File: src/rtl/poller_pkg.sv
package poller_pkg;

    typedef enum logic {
        ST_PICK  = 1'b0,
        ST_ISSUE = 1'b1
    } poll_state_t;

endpackage

File: src/rtl/rr_port_select.sv
module rr_port_select #(
    parameter int NUM_PORTS = 3,
    parameter int IDX_W     = 2
) (
    input  logic [IDX_W-1:0]     last_idx,
    input  logic [NUM_PORTS-1:0] skip_mask,
    output logic [IDX_W-1:0]     next_idx,
    output logic                 next_valid
);

    function automatic logic [IDX_W-1:0] wrap_add(input logic [IDX_W-1:0] base, input int step);
        int sum;
        sum = int'(base) + step;
        if (sum >= NUM_PORTS) sum = sum - NUM_PORTS;
        return IDX_W'(sum);
    endfunction

    // Walk offsets from farthest to nearest so the nearest eligible port wins.
    always_comb begin
        next_idx   = '0;
        next_valid = 1'b0;
        for (int k = NUM_PORTS; k >= 1; k--) begin
            if (!skip_mask[wrap_add(last_idx, k)]) begin
                next_idx   = wrap_add(last_idx, k);
                next_valid = 1'b1;
            end
        end
    end

endmodule

File: src/rtl/poll_fsm.sv
module poll_fsm
    import poller_pkg::*;
#(
    parameter int NUM_PORTS = 3,
    parameter int IDX_W     = 2
) (
    input  logic             clk,
    input  logic             rst_n,
    input  logic             pick_valid,
    input  logic [IDX_W-1:0] pick_idx,
    input  logic             mgmt_done,
    output logic [IDX_W-1:0] cur_idx,
    output logic [IDX_W-1:0] last_idx,
    output logic             mgmt_req,
    output logic             poll_done
);

    localparam logic [IDX_W-1:0] LAST_PORT = IDX_W'(NUM_PORTS - 1);

    poll_state_t      state_q, state_d;
    logic [IDX_W-1:0] cur_q, cur_d;
    logic [IDX_W-1:0] last_q, last_d;

    always_comb begin
        state_d = state_q;
        cur_d   = cur_q;
        last_d  = last_q;
        unique case (state_q)
            ST_PICK: begin
                if (pick_valid) begin
                    cur_d   = pick_idx;
                    state_d = ST_ISSUE;
                end
            end
            ST_ISSUE: begin
                if (mgmt_done) begin
                    last_d  = cur_q;
                    state_d = ST_PICK;
                end
            end
            default: state_d = ST_PICK;
        endcase
    end

    always_ff @(posedge clk or negedge rst_n) begin
        if (!rst_n) begin
            state_q <= ST_PICK;
            cur_q   <= '0;
            last_q  <= LAST_PORT;
        end else begin
            state_q <= state_d;
            cur_q   <= cur_d;
            last_q  <= last_d;
        end
    end

    always_comb begin
        mgmt_req  = (state_q == ST_ISSUE);
        poll_done = (state_q == ST_ISSUE) && mgmt_done;
        cur_idx   = cur_q;
        last_idx  = last_q;
    end

endmodule

File: src/rtl/link_state_bank.sv
module link_state_bank #(
    parameter int NUM_PORTS = 3,
    parameter int IDX_W     = 2
) (
    input  logic                 clk,
    input  logic                 rst_n,
    input  logic [NUM_PORTS-1:0] force_link,
    input  logic                 poll_done,
    input  logic [IDX_W-1:0]     poll_idx,
    input  logic                 poll_link,
    output logic [NUM_PORTS-1:0] link_up,
    output logic [NUM_PORTS-1:0] port_reset
);

    logic [NUM_PORTS-1:0] fail_q;

    for (genvar p = 0; p < NUM_PORTS; p++) begin : g_port
        // Forcing re-arms the fail flag so that releasing the force needs a fresh good poll.
        always_ff @(posedge clk or negedge rst_n) begin
            if (!rst_n) begin
                fail_q[p] <= 1'b1;
            end else if (force_link[p]) begin
                fail_q[p] <= 1'b1;
            end else if (poll_done && (poll_idx == IDX_W'(p))) begin
                fail_q[p] <= ~poll_link;
            end
        end

        always_ff @(posedge clk or negedge rst_n) begin
            if (!rst_n) begin
                port_reset[p] <= 1'b1;
                link_up[p]    <= 1'b0;
            end else begin
                port_reset[p] <= fail_q[p] & ~force_link[p];
                link_up[p]    <= force_link[p] | ~fail_q[p];
            end
        end
    end

endmodule

File: src/rtl/phy_link_poller.sv
module phy_link_poller #(
    parameter int NUM_PORTS  = 3,
    parameter int PHY_ADDR_W = 5,
    parameter int REG_ADDR_W = 5,
    parameter int DATA_W     = 16,
    parameter int STATUS_REG = 1,
    parameter int LINK_BIT   = 2
) (
    input  logic                            clk,
    input  logic                            rst_n,
    input  logic [NUM_PORTS*PHY_ADDR_W-1:0] cfg_phy_addr,
    input  logic [NUM_PORTS-1:0]            cfg_force_link,
    output logic                            mgmt_req,
    output logic [PHY_ADDR_W-1:0]           mgmt_phy_addr,
    output logic [REG_ADDR_W-1:0]           mgmt_reg_addr,
    input  logic [DATA_W-1:0]               mgmt_rdata,
    input  logic                            mgmt_done,
    output logic [NUM_PORTS-1:0]            link_up,
    output logic [NUM_PORTS-1:0]            port_reset
);

    localparam int IDX_W = (NUM_PORTS > 1) ? $clog2(NUM_PORTS) : 1;

    logic [IDX_W-1:0] cur_idx;
    logic [IDX_W-1:0] last_idx;
    logic [IDX_W-1:0] pick_idx;
    logic             pick_valid;
    logic             poll_done;
    logic             unused_rdata;

    assign unused_rdata = ^mgmt_rdata;

    rr_port_select #(
        .NUM_PORTS (NUM_PORTS),
        .IDX_W     (IDX_W)
    ) i_select (
        .last_idx   (last_idx),
        .skip_mask  (cfg_force_link),
        .next_idx   (pick_idx),
        .next_valid (pick_valid)
    );

    poll_fsm #(
        .NUM_PORTS (NUM_PORTS),
        .IDX_W     (IDX_W)
    ) i_fsm (
        .clk        (clk),
        .rst_n      (rst_n),
        .pick_valid (pick_valid),
        .pick_idx   (pick_idx),
        .mgmt_done  (mgmt_done),
        .cur_idx    (cur_idx),
        .last_idx   (last_idx),
        .mgmt_req   (mgmt_req),
        .poll_done  (poll_done)
    );

    link_state_bank #(
        .NUM_PORTS (NUM_PORTS),
        .IDX_W     (IDX_W)
    ) i_links (
        .clk        (clk),
        .rst_n      (rst_n),
        .force_link (cfg_force_link),
        .poll_done  (poll_done),
        .poll_idx   (cur_idx),
        .poll_link  (mgmt_rdata[LINK_BIT]),
        .link_up    (link_up),
        .port_reset (port_reset)
    );

    assign mgmt_phy_addr = cfg_phy_addr[cur_idx*PHY_ADDR_W +: PHY_ADDR_W];
    assign mgmt_reg_addr = REG_ADDR_W'(STATUS_REG);

endmodule

File: config.mk
export PLATFORM = sky130hd
export DESIGN_NAME = phy_link_poller
export DESIGN_NICKNAME = d
export VERILOG_FILES = /design/src/rtl/poller_pkg.sv /design/src/rtl/rr_port_select.sv /design/src/rtl/poll_fsm.sv /design/src/rtl/link_state_bank.sv /design/src/rtl/phy_link_poller.sv
export SDC_FILE = /design/constraint.sdc
export NUM_CORES = 1
export LEC_CHECK = 0
export ABC_AREA = 1
export CAP_MARGIN = 40
export CORE_AREA = 2 2 51 53
export DETAILED_ROUTE_END_ITERATION = 8
export DIE_AREA = 0 0 53 55
export GPL_ROUTABILITY_DRIVEN = 0
export GPL_TIMING_DRIVEN = 1
export PLACE_DENSITY = 0.77
export SETUP_SLACK_MARGIN = 0.5
export SYNTH_ARGS = -nofsm -noshare
export SYNTH_HDL_FRONTEND = slang
export SYNTH_SLANG_ARGS = --single-unit
File: constraint.sdc
create_clock -name clk -period 3.1 [get_ports clk]
set_clock_uncertainty 0.2 [all_clocks]
set_input_delay 0.775 -clock clk [delete_from_list [all_inputs] [get_ports clk]]
set_output_delay 0.775 -clock clk [all_outputs]
set_load 0.02 [all_outputs]
== Word-level counts from Yosys, hierarchy flattened ==
Cells that the tools add are included.

* Multiply operators: 1
* Bitwise logic cells: 14
* Magnitude comparators: 6
* Mux-type cells: 24
* $add $sub $neg: 6
* Equal/unequal tests: 2
* Reductions and logical operators: 10
* Shift operators: 1

{| class="wikitable"
|+ Operator list
! kind !! number
|-
| $shiftx A15 B6 Y5 || 1
|-
| $mux W1 || 14
|-
| $mux W2 || 6
|-
| $ge A3 B2 Y1 const B || 3
|-
| $lt A2 B3 Y1 const B || 3
|-
| $not A1 Y1 || 8
|-
| $add A2 B2 Y3 const B || 2
|-
| $bmux W1 S2 || 3
|-
| $reduce_bool A2 Y1 || 3
|-
| $mul A2 B3 Y5 const B || 1
|-
| $logic_and A1 B1 Y1 || 4
|-
| $reduce_and A2 Y1 || 2
|-
| $sub A2 B1 Y2 const B || 2
|-
| $add A2 B1 Y3 const B || 1
|-
| $and A1 B1 Y1 || 3
|-
| $or A1 B1 Y1 || 3
|-
| $eq A2 B1 Y1 const B || 1
|-
| $eq A2 B2 Y1 const B || 1
|-
| $logic_not A2 Y1 || 1
|-
| $pmux W1 S2 || 1
|-
| $sub A2 B2 Y2 const B || 1
|}

* Logic and storage cells: 76
* Bits in registers: 14

== Depth between registers and ports, before layout ==
Gate-level depths: netlist (run 1).

* Word-level depth: 10
* Depth in mapped cells: 13

== Modules after synthesis ==
From an unflattened synthesis (run 1), not the netlist that was laid out.

* Cell total of the unflattened synthesis: 140
* Area, all modules: 940.9 µm²

{| class="wikitable"
|+ Modules (own cells, without submodules)
! module !! area an instance (µm²) !! instances !! cells an instance
|-
| link_state_bank || 339.1 || 1 || 34
|-
| rr_port_select || 203.9 || 1 || 39
|-
| phy_link_poller || 198.9 || 1 || 45
|-
| poll_fsm || 198.9 || 1 || 22
|}

== Least setup slack after synthesis (run 1) ==
No wires, ideal clock.

* Path type: input to output
* From: input cfg_phy_addr[1]
* To: output mgmt_phy_addr[1]
* Stages on the path: 2
* Arrival time: 1.012 ns
* Required time: 2.125 ns
* Setup slack: 1.113 ns
* Cell sequence: nand2_1 -> nand3_1

* Longest elaborated chain between the ends: 1

{| class="wikitable"
|+ RTL lines
! item !! RTL line !! RTL
|-
| start: declaration || phy_link_poller.sv:11 || <nowiki>input logic [NUM_PORTS*PHY_ADDR_W-1:0] cfg_phy_addr,</nowiki>
|-
| $shiftx A15 B6 Y5 || phy_link_poller.sv:72 || <nowiki>assign mgmt_phy_addr = cfg_phy_addr[cur_idx*PHY_ADDR_W +: PHY_ADDR_W];</nowiki>
|-
| end: declaration || phy_link_poller.sv:14 || <nowiki>output logic [PHY_ADDR_W-1:0] mgmt_phy_addr,</nowiki>
|}

No other way between the ends.

== Worst setup path after layout (run 1) ==
* From: input cfg_phy_addr[3]
* To: output mgmt_phy_addr[3]

Same word-level chain as after synthesis.

==> results of run 1 <==
[power groups by stage]
| stage | registers, mW | clock network, mW | logic (mW) |
|---|---|---|---|
| final | 0.289 | 0.132 | 0.647 |
| after CTS | 0.289 | 0.135 | 0.647 |
| after floorplan | 0.305 | 0 | 0.470 |
| after global placement | 0.288 | 0 | 0.667 |
| after detailed placement | 0.292 | 0 | 0.681 |
| after global routing | 0.296 | 0.146 | 0.726 |
[state kept, by name (all words and copies together), names as in the netlist]
signal / cells
i_links.fail_q: 3
i_links.link_up: 3
i_fsm.mgmt_req: 1
i_links.port_reset: 3
i_fsm.cur_idx: 2
i_fsm.last_idx: 2
[metrics by stage]
stage | hold WS, ns | std cells
after floorplan | 0.244 | 123
after global routing | 0.311 | 184
final | 0.285 | 184
after CTS | 0.291 | 184
after detailed placement | 0.266 | 180
after global placement | 0.256 | 180
[layout make-up]
cell class	count	area, um2	area share, %
Inverter	20	80.1	6.55
Sequential cell	14	359	29.4
Timing Repair Buffer	33	305	25.0
Multi-Input combinational cell	83	404	33.1
Clock buffer	4	36.3	2.97
Tap cell	30	37.5	3.07
[path summary, 6_finish.rpt]
check                                                   to  depth (start not counted)
hold / removal             i_links.port_reset[2]$_DFF_PN1_                          2
min in group asynchronous         i_fsm.mgmt_req$_DFF_PN0_                          1
setup / recovery                          mgmt_phy_addr[3]                          4
setup reg to reg              i_fsm.cur_idx[1]$_DFFE_PN0P_                         11
hold reg to reg            i_links.port_reset[2]$_DFF_PN1_                          2
max in group asynchronous     i_links.link_up[0]$_DFF_PN0_                          1
[placed cells by master, fill, tap and decap left out]
master,n
nand4_1,1
nand3_1,11
buf_2,5
dfrtp_1,7
inv_1,17
conb_1,5
a21oi_1,2
inv_2,2
nor2_1,4
o311ai_0,2
inv_6,1
dfstp_2,7
clkdlybuf4s50_1,28
o21ai_0,7
nand2_2,2
clkbuf_4,3
nand2_1,43
clkbuf_8,1
nand3_2,1
o21ai_4,1
ha_1,3
o21ai_2,1
[Yosys cell counts (all sizes together)]
library cell / instances
nor2: 4
ha: 3
dfstp: 7
a21oi: 2
inv: 20
o311ai: 2
dfrtp: 7
buf: 6
nand3: 12
o21ai: 9
conb: 2
nand2: 45
nand4: 1
[kinds of logic (layout without fill, tap and decap cells)]
group	after synthesis	count (layout)
DFF	14	14
other	2	5
buffers and inverters	26	57
AOI/OAI and AO/OA	13	13
adders and majority gates	3	3
and+or+nand+nor	62	62
[worst reg2reg max path, cell delays in order (launching register included)]
cell and delay (ns):
dfstp_2 0.54, inv_1 0.06, ha_1 0.48, inv_6 0.07
o21ai_4 0.16, nand2_2 0.09, inv_2 0.06, nand3_2 0.07
nand2_2 0.09, inv_2 0.04, nand2_1 0.05, nand2_1 0.05
[per-layer routing]
metal / vias up / global-route usage, %
met5: - / 0
met4: 0 / 3.85
met3: 3 / 4.03
met2: 24 / 25.4
met1: 381 / 20.0
li1: 426 / -
==> results.py, run 1 <==
metrics = {
    "die": {
        "dieArea_um2": 2920,
        "core.rowCount": 18,
        "ioPinCount": 54,
        "die_w_um": 53,
        "core_area_um2": 2360,
        "die_h_um": 55,
        "initial_core_util_pct": 37.2,
    },
    "logic_synthesis": {
        "synth-seq-cells": 14,
        "synth_compound_area_share_pct": 9.94,
        "synth_top_family_by_area": "simple AND/OR/NAND/NOR gates",
        "synth_cell_types": 20,
        "yosys.area_share.simple_pct": 29.5,
        "synth_area_leader_cell": "dfstp_2",
        "synthAdderAreaFrac_pct": 4.26,
        "syn_avg_cell_area_um2": 7.34,
        "synth_area_leaders": "dfstp_2, dfrtp_1, nand2_1",
        "yosysWarnings": 0,
        "muxShareOfSynthArea_pct": 0,
        "synth_top_area_share_pct": 20.9,
        "syn_area_um2": 881,
        "yosysSeqAreaShare_pct": 40.8,
        "syn_inst": 120,
        "synthXorXnorAreaFrac_pct": 0,
    },
    "cts": {
        "ctsHtreeMaxLevel": 1,
        "clk_pin_slew_ns": 0.08,
        "cts.sinks": 14,
        "insertion_delay_ns": 0.28,
        "cts_resized": 20,
        "hold_buffers": 0,
        "cts_tree": "built",
        "cts_buffers": 3,
        "postCtsSetupRepairBufs": 0,
        "cts_buffer_depth": 2,
        "cts_root_buf": "clkbuf_4",
    },
    "critical_path": {
        "reg2reg_slack_ns": 1.03,
        "required_ns": 2.12,
        "crit_path_top_delay_cell": "clkdlybuf4s50_1",
        "cp_top_family": "buffers and inverters",
        "startpoint": "cfg_phy_addr[3]",
        "worst-path-max-fanout": 1,
        "criticalPathCategory": "in2out",
        "endpoint_kind": "output pin",
        "cp_cell_sequence": "clkdlybuf4s50_1 > nand2_1 > nand3_1 > buf_2",
        "cp.arrival_ns": 1.55,
        "slowest_delay_ns": 0.45,
        "r2r_start": "i_fsm.last_idx[1]$_DFFE_PN1P_",
        "crit_buf_inv": 2,
        "startpoint_type": "input pin",
    },
    "detailed_routing": {
        "wl_per_cell_um": 10.7,
        "drt-total-wl_um": 1960,
        "highest_layer": "met4",
        "met1_length_um": 839,
        "detail-route-antenna-nets": 0,
        "routed-wl-met2_um": 1000,
        "viasPerCell": 4.53,
        "drt-initial-drc-count": 14,
        "wl_met3_um": 107,
        "vias": 834,
        "drt_pass1_iterations": 4,
        "drc_errors": 0,
    },
    "power_and_ir_drop": {
        "seqPwrFrac_pct": 27.1,
        "ir_worst_vdd_mv": 0.543,
        "switching_share_pct": 48.0,
        "power_frac_comb_pct": 60.6,
        "p_switching_mw": 0.513,
        "p_leak_nw": 0.613,
        "p_int_mw": 0.555,
        "power.density_nw_per_um2": 874,
        "p_clk_share_pct": 12.4,
        "power_mw": 1.07,
    },
    "run": {
        "cap_viol_max_count": 0,
    },
    "sta": {
        "post-route-min-period_ns": 2.52,
        "setup_violations": 0,
        "finalHoldViolations": 0,
        "grt_setup_unrepaired": "no",
        "drv_slew": 0,
        "post-route-period-util_pct": 81.3,
        "max_slew_margin_pct": 59.8,
        "fin_ws_ns": 0.579,
        "fmax_mhz": 397,
        "fin_tns_setup_ns": 0,
        "tightest_slew_ns": 0.602,
    },
    "global_route": {
        "grt_pass1_vias": 777,
        "grtUsageTotal_pct": 15.3,
        "grt_max_degree": 15,
        "grt_overflow_total": 0,
        "grt_pass1_wl_um": 3310,
        "antenna_found_initial": 0,
    },
    "final_layout": {
        "synthToLayoutAreaGrowth_pct": 38.8,
        "drive_gt1_share_pct": 15.6,
        "final_nets": 195,
        "fin_util_pct": 51.7,
        "design_area_um2": 1220,
        "fillers": 233,
        "diodes": 0,
    },
    "placed_design": {
        "dp_slack_ns": 0.129,
        "dp_hpwl_um": 1620,
        "placed_cell_area_um2": 1210,
        "io_buffers": 33,
    },
    "min_path": {
        "hold_class": "reg2reg",
        "min_from": "i_links.fail_q[2]$_DFFE_PN1P_",
    },
    "outcome": {
        "status": "completed",
    },
}
Note: power is estimated with default switching activity, not from simulation.
==> run 2: changes to the inputs <==
- CORE_AREA: 2 2 51 53 -> 2 2 53 55
- DIE_AREA: 0 0 53 55 -> 0 0 55 57
- PLACE_DENSITY: 0.77 -> 0.72
- clock period: 3.1 -> 2.5 ns (I/O delays scaled with it)
==> run 2 against run 1 <==
  * Non-clock buffer count is 2 higher
  * Clock-buffer cell count did not move
  * Combinational power rose by 51%
  * Sequential power up 29%
  * Critical endpoint is now mgmt_phy_addr[4]
  * Largest power group unchanged
  * Design area grew 9.1%
  * First-iteration DRC count is 7.1% higher
==> results.py, run 2 (synthesis results as in run 1) <==
metrics = {
    "detailed_routing": {
        "viasPerCell": 4.72,
        "drt_pass1_iterations": 4,
        "drc_errors": 0,
        "vias": 882,
        "detail-route-antenna-nets": 0,
        "drt-initial-drc-count": 15,
        "drt-total-wl_um": 2020,
        "wl_per_cell_um": 10.8,
    },
    "global_route": {
        "antenna_found_initial": 0,
        "grtUsageTotal_pct": 14.5,
        "grt_max_degree": 15,
        "grt_pass1_vias": 847,
        "grt_overflow_total": 0,
        "grt_pass1_wl_um": 3330,
    },
    "cts": {
        "cts_buffers": 3,
        "hold_buffers": 0,
        "insertion_delay_ns": 0.27,
        "cts.sinks": 14,
        "cts_buffer_depth": 2,
        "cts_tree": "built",
        "clk_pin_slew_ns": 0.08,
        "ctsHtreeMaxLevel": 1,
        "cts_root_buf": "clkbuf_4",
    },
    "critical_path": {
        "cp.arrival_ns": 1.23,
        "worst-path-max-fanout": 6,
        "cp_cell_sequence": "nor2_4 > nand2_1 > nand3_2 > buf_6",
        "required_ns": 1.67,
        "slowest_delay_ns": 0.48,
        "startpoint_type": "flip-flop",
        "cp_top_family": "flip-flops",
        "crit_path_top_delay_cell": "dfrtp_2",
        "r2r_start": "i_fsm.last_idx[1]$_DFFE_PN1P_",
        "crit_buf_inv": 1,
        "startpoint": "i_fsm.cur_idx[0]$_DFFE_PN0P_",
        "endpoint_kind": "output pin",
        "criticalPathCategory": "reg2out",
    },
    "final_layout": {
        "synthToLayoutAreaGrowth_pct": 51.4,
        "drive_gt1_share_pct": 30.1,
        "reg_top3": "i_links.fail_q: 3 flops, i_links.link_up: 3 flops, i_links.port_reset: 3 flops",
        "stdcell_count": 187,
        "final_nets": 197,
        "design_area_um2": 1330,
        "diodes": 0,
        "final_cell_mix": "nand2_1, dlygate4sd2_1, inv_1",
        "regArea_um2": 362,
        "fillers": 282,
        "multi_input_area_um2": 484,
        "layout_commonest_cell": "nand2_1",
    },
    "sta": {
        "max_slew_margin_pct": 61.8,
        "post-route-min-period_ns": 2.05,
        "finalHoldViolations": 0,
        "grt_setup_unrepaired": "yes",
        "post-route-period-util_pct": 82.0,
        "fmax_mhz": 488,
        "drv_slew": 0,
        "setup_violations": 0,
        "tightest_slew_ns": 0.571,
    },
    "placed_design": {
        "io_buffers": 33,
        "dp_hpwl_um": 1620,
        "placed_cell_area_um2": 1210,
        "dp_cells": 181,
    },
    "die": {
        "dieArea_um2": 3140,
        "ioPinCount": 54,
        "initial_core_util_pct": 33.7,
        "core_area_um2": 2620,
        "die_w_um": 55,
        "die_h_um": 57,
        "core.rowCount": 19,
    },
    "outcome": {
        "status": "completed",
    },
    "run": {
        "cap_viol_max_count": 0,
    },
    "power_and_ir_drop": {
        "ir_worst_vdd_mv": 0.676,
        "power.density_nw_per_um2": 1110,
        "p_leak_nw": 0.722,
    },
    "min_path": {
        "hold_class": "reg2reg",
        "min_from": "i_links.fail_q[2]$_DFFE_PN1P_",
    },
}
[run 2: final timing paths]
path	end	slack, ns	cells past startpoint
worst min register to register	i_links.link_up[2]$_DFF_PN0_	0.27	1
max in group asynchronous	i_fsm.cur_idx[0]$_DFFE_PN0P_	1.19	1
worst min-delay path	i_links.link_up[2]$_DFF_PN0_	0.27	1
worst max register to register	i_fsm.cur_idx[1]$_DFFE_PN0P_	0.61	11
worst max-delay path	mgmt_phy_addr[4]	0.45	4
min in group asynchronous	i_fsm.mgmt_req$_DFF_PN0_	0.51	1
[run 2: final cells by class]
cell class / instances / area share (%)
inverters: 20 / 6.19
clock buffers: 4 / 1.97
repair buffers: 35 / 25.5
multi-input cells: 83 / 36.3
flip-flops and latches: 14 / 27.1
well taps: 31 / 2.91
[run 2: timing repair]
action / 4_1_cts / 5_1_grt
endpoints found under the setup margin: 15 / 8
buffers inserted: 2 / 0
resized for setup: 62 / 20
pin swaps: 7 / 8
[run 2: through the flow]
step | worst slack [ns] | hold WS (ns) | setup TNS (ns) | power, mW | utilization [%]
6_report | 0.450 | 0.271 | 0 | 1.48 | 51.0
5_1_grt | 0.388 | 0.285 | 0 | 1.61 | 51.0
4_1_cts | 0.292 | 0.271 | 0 | 1.43 | 48.9
3_5_place_dp | -0.190 | 0.261 | -0.871 | 1.21 | 46.4
3_3_place_gp | -0.173 | 0.253 | -0.804 | 1.18 | 46.4
2_1_floorplan | 0.662 | 0.129 | 0 | 0.961 | -
[run 2: report_power, final]
group | switching [mW] | leakage [nW] | internal [mW] | total (mW)
Combinational | 0.579 | 0.552 | 0.396 | 0.975
Clock | 0.0670 | 0.0150 | 0.0618 | 0.129
Sequential | 0.0639 | 0.155 | 0.309 | 0.373
[run 2: per-layer routing]
metal / global-route usage, % / wire, um
met4: 5.23 / 5
met2: 26.0 / 1050
met1: 16.0 / 768
met5: 0 / 0
met3: 3.40 / 186
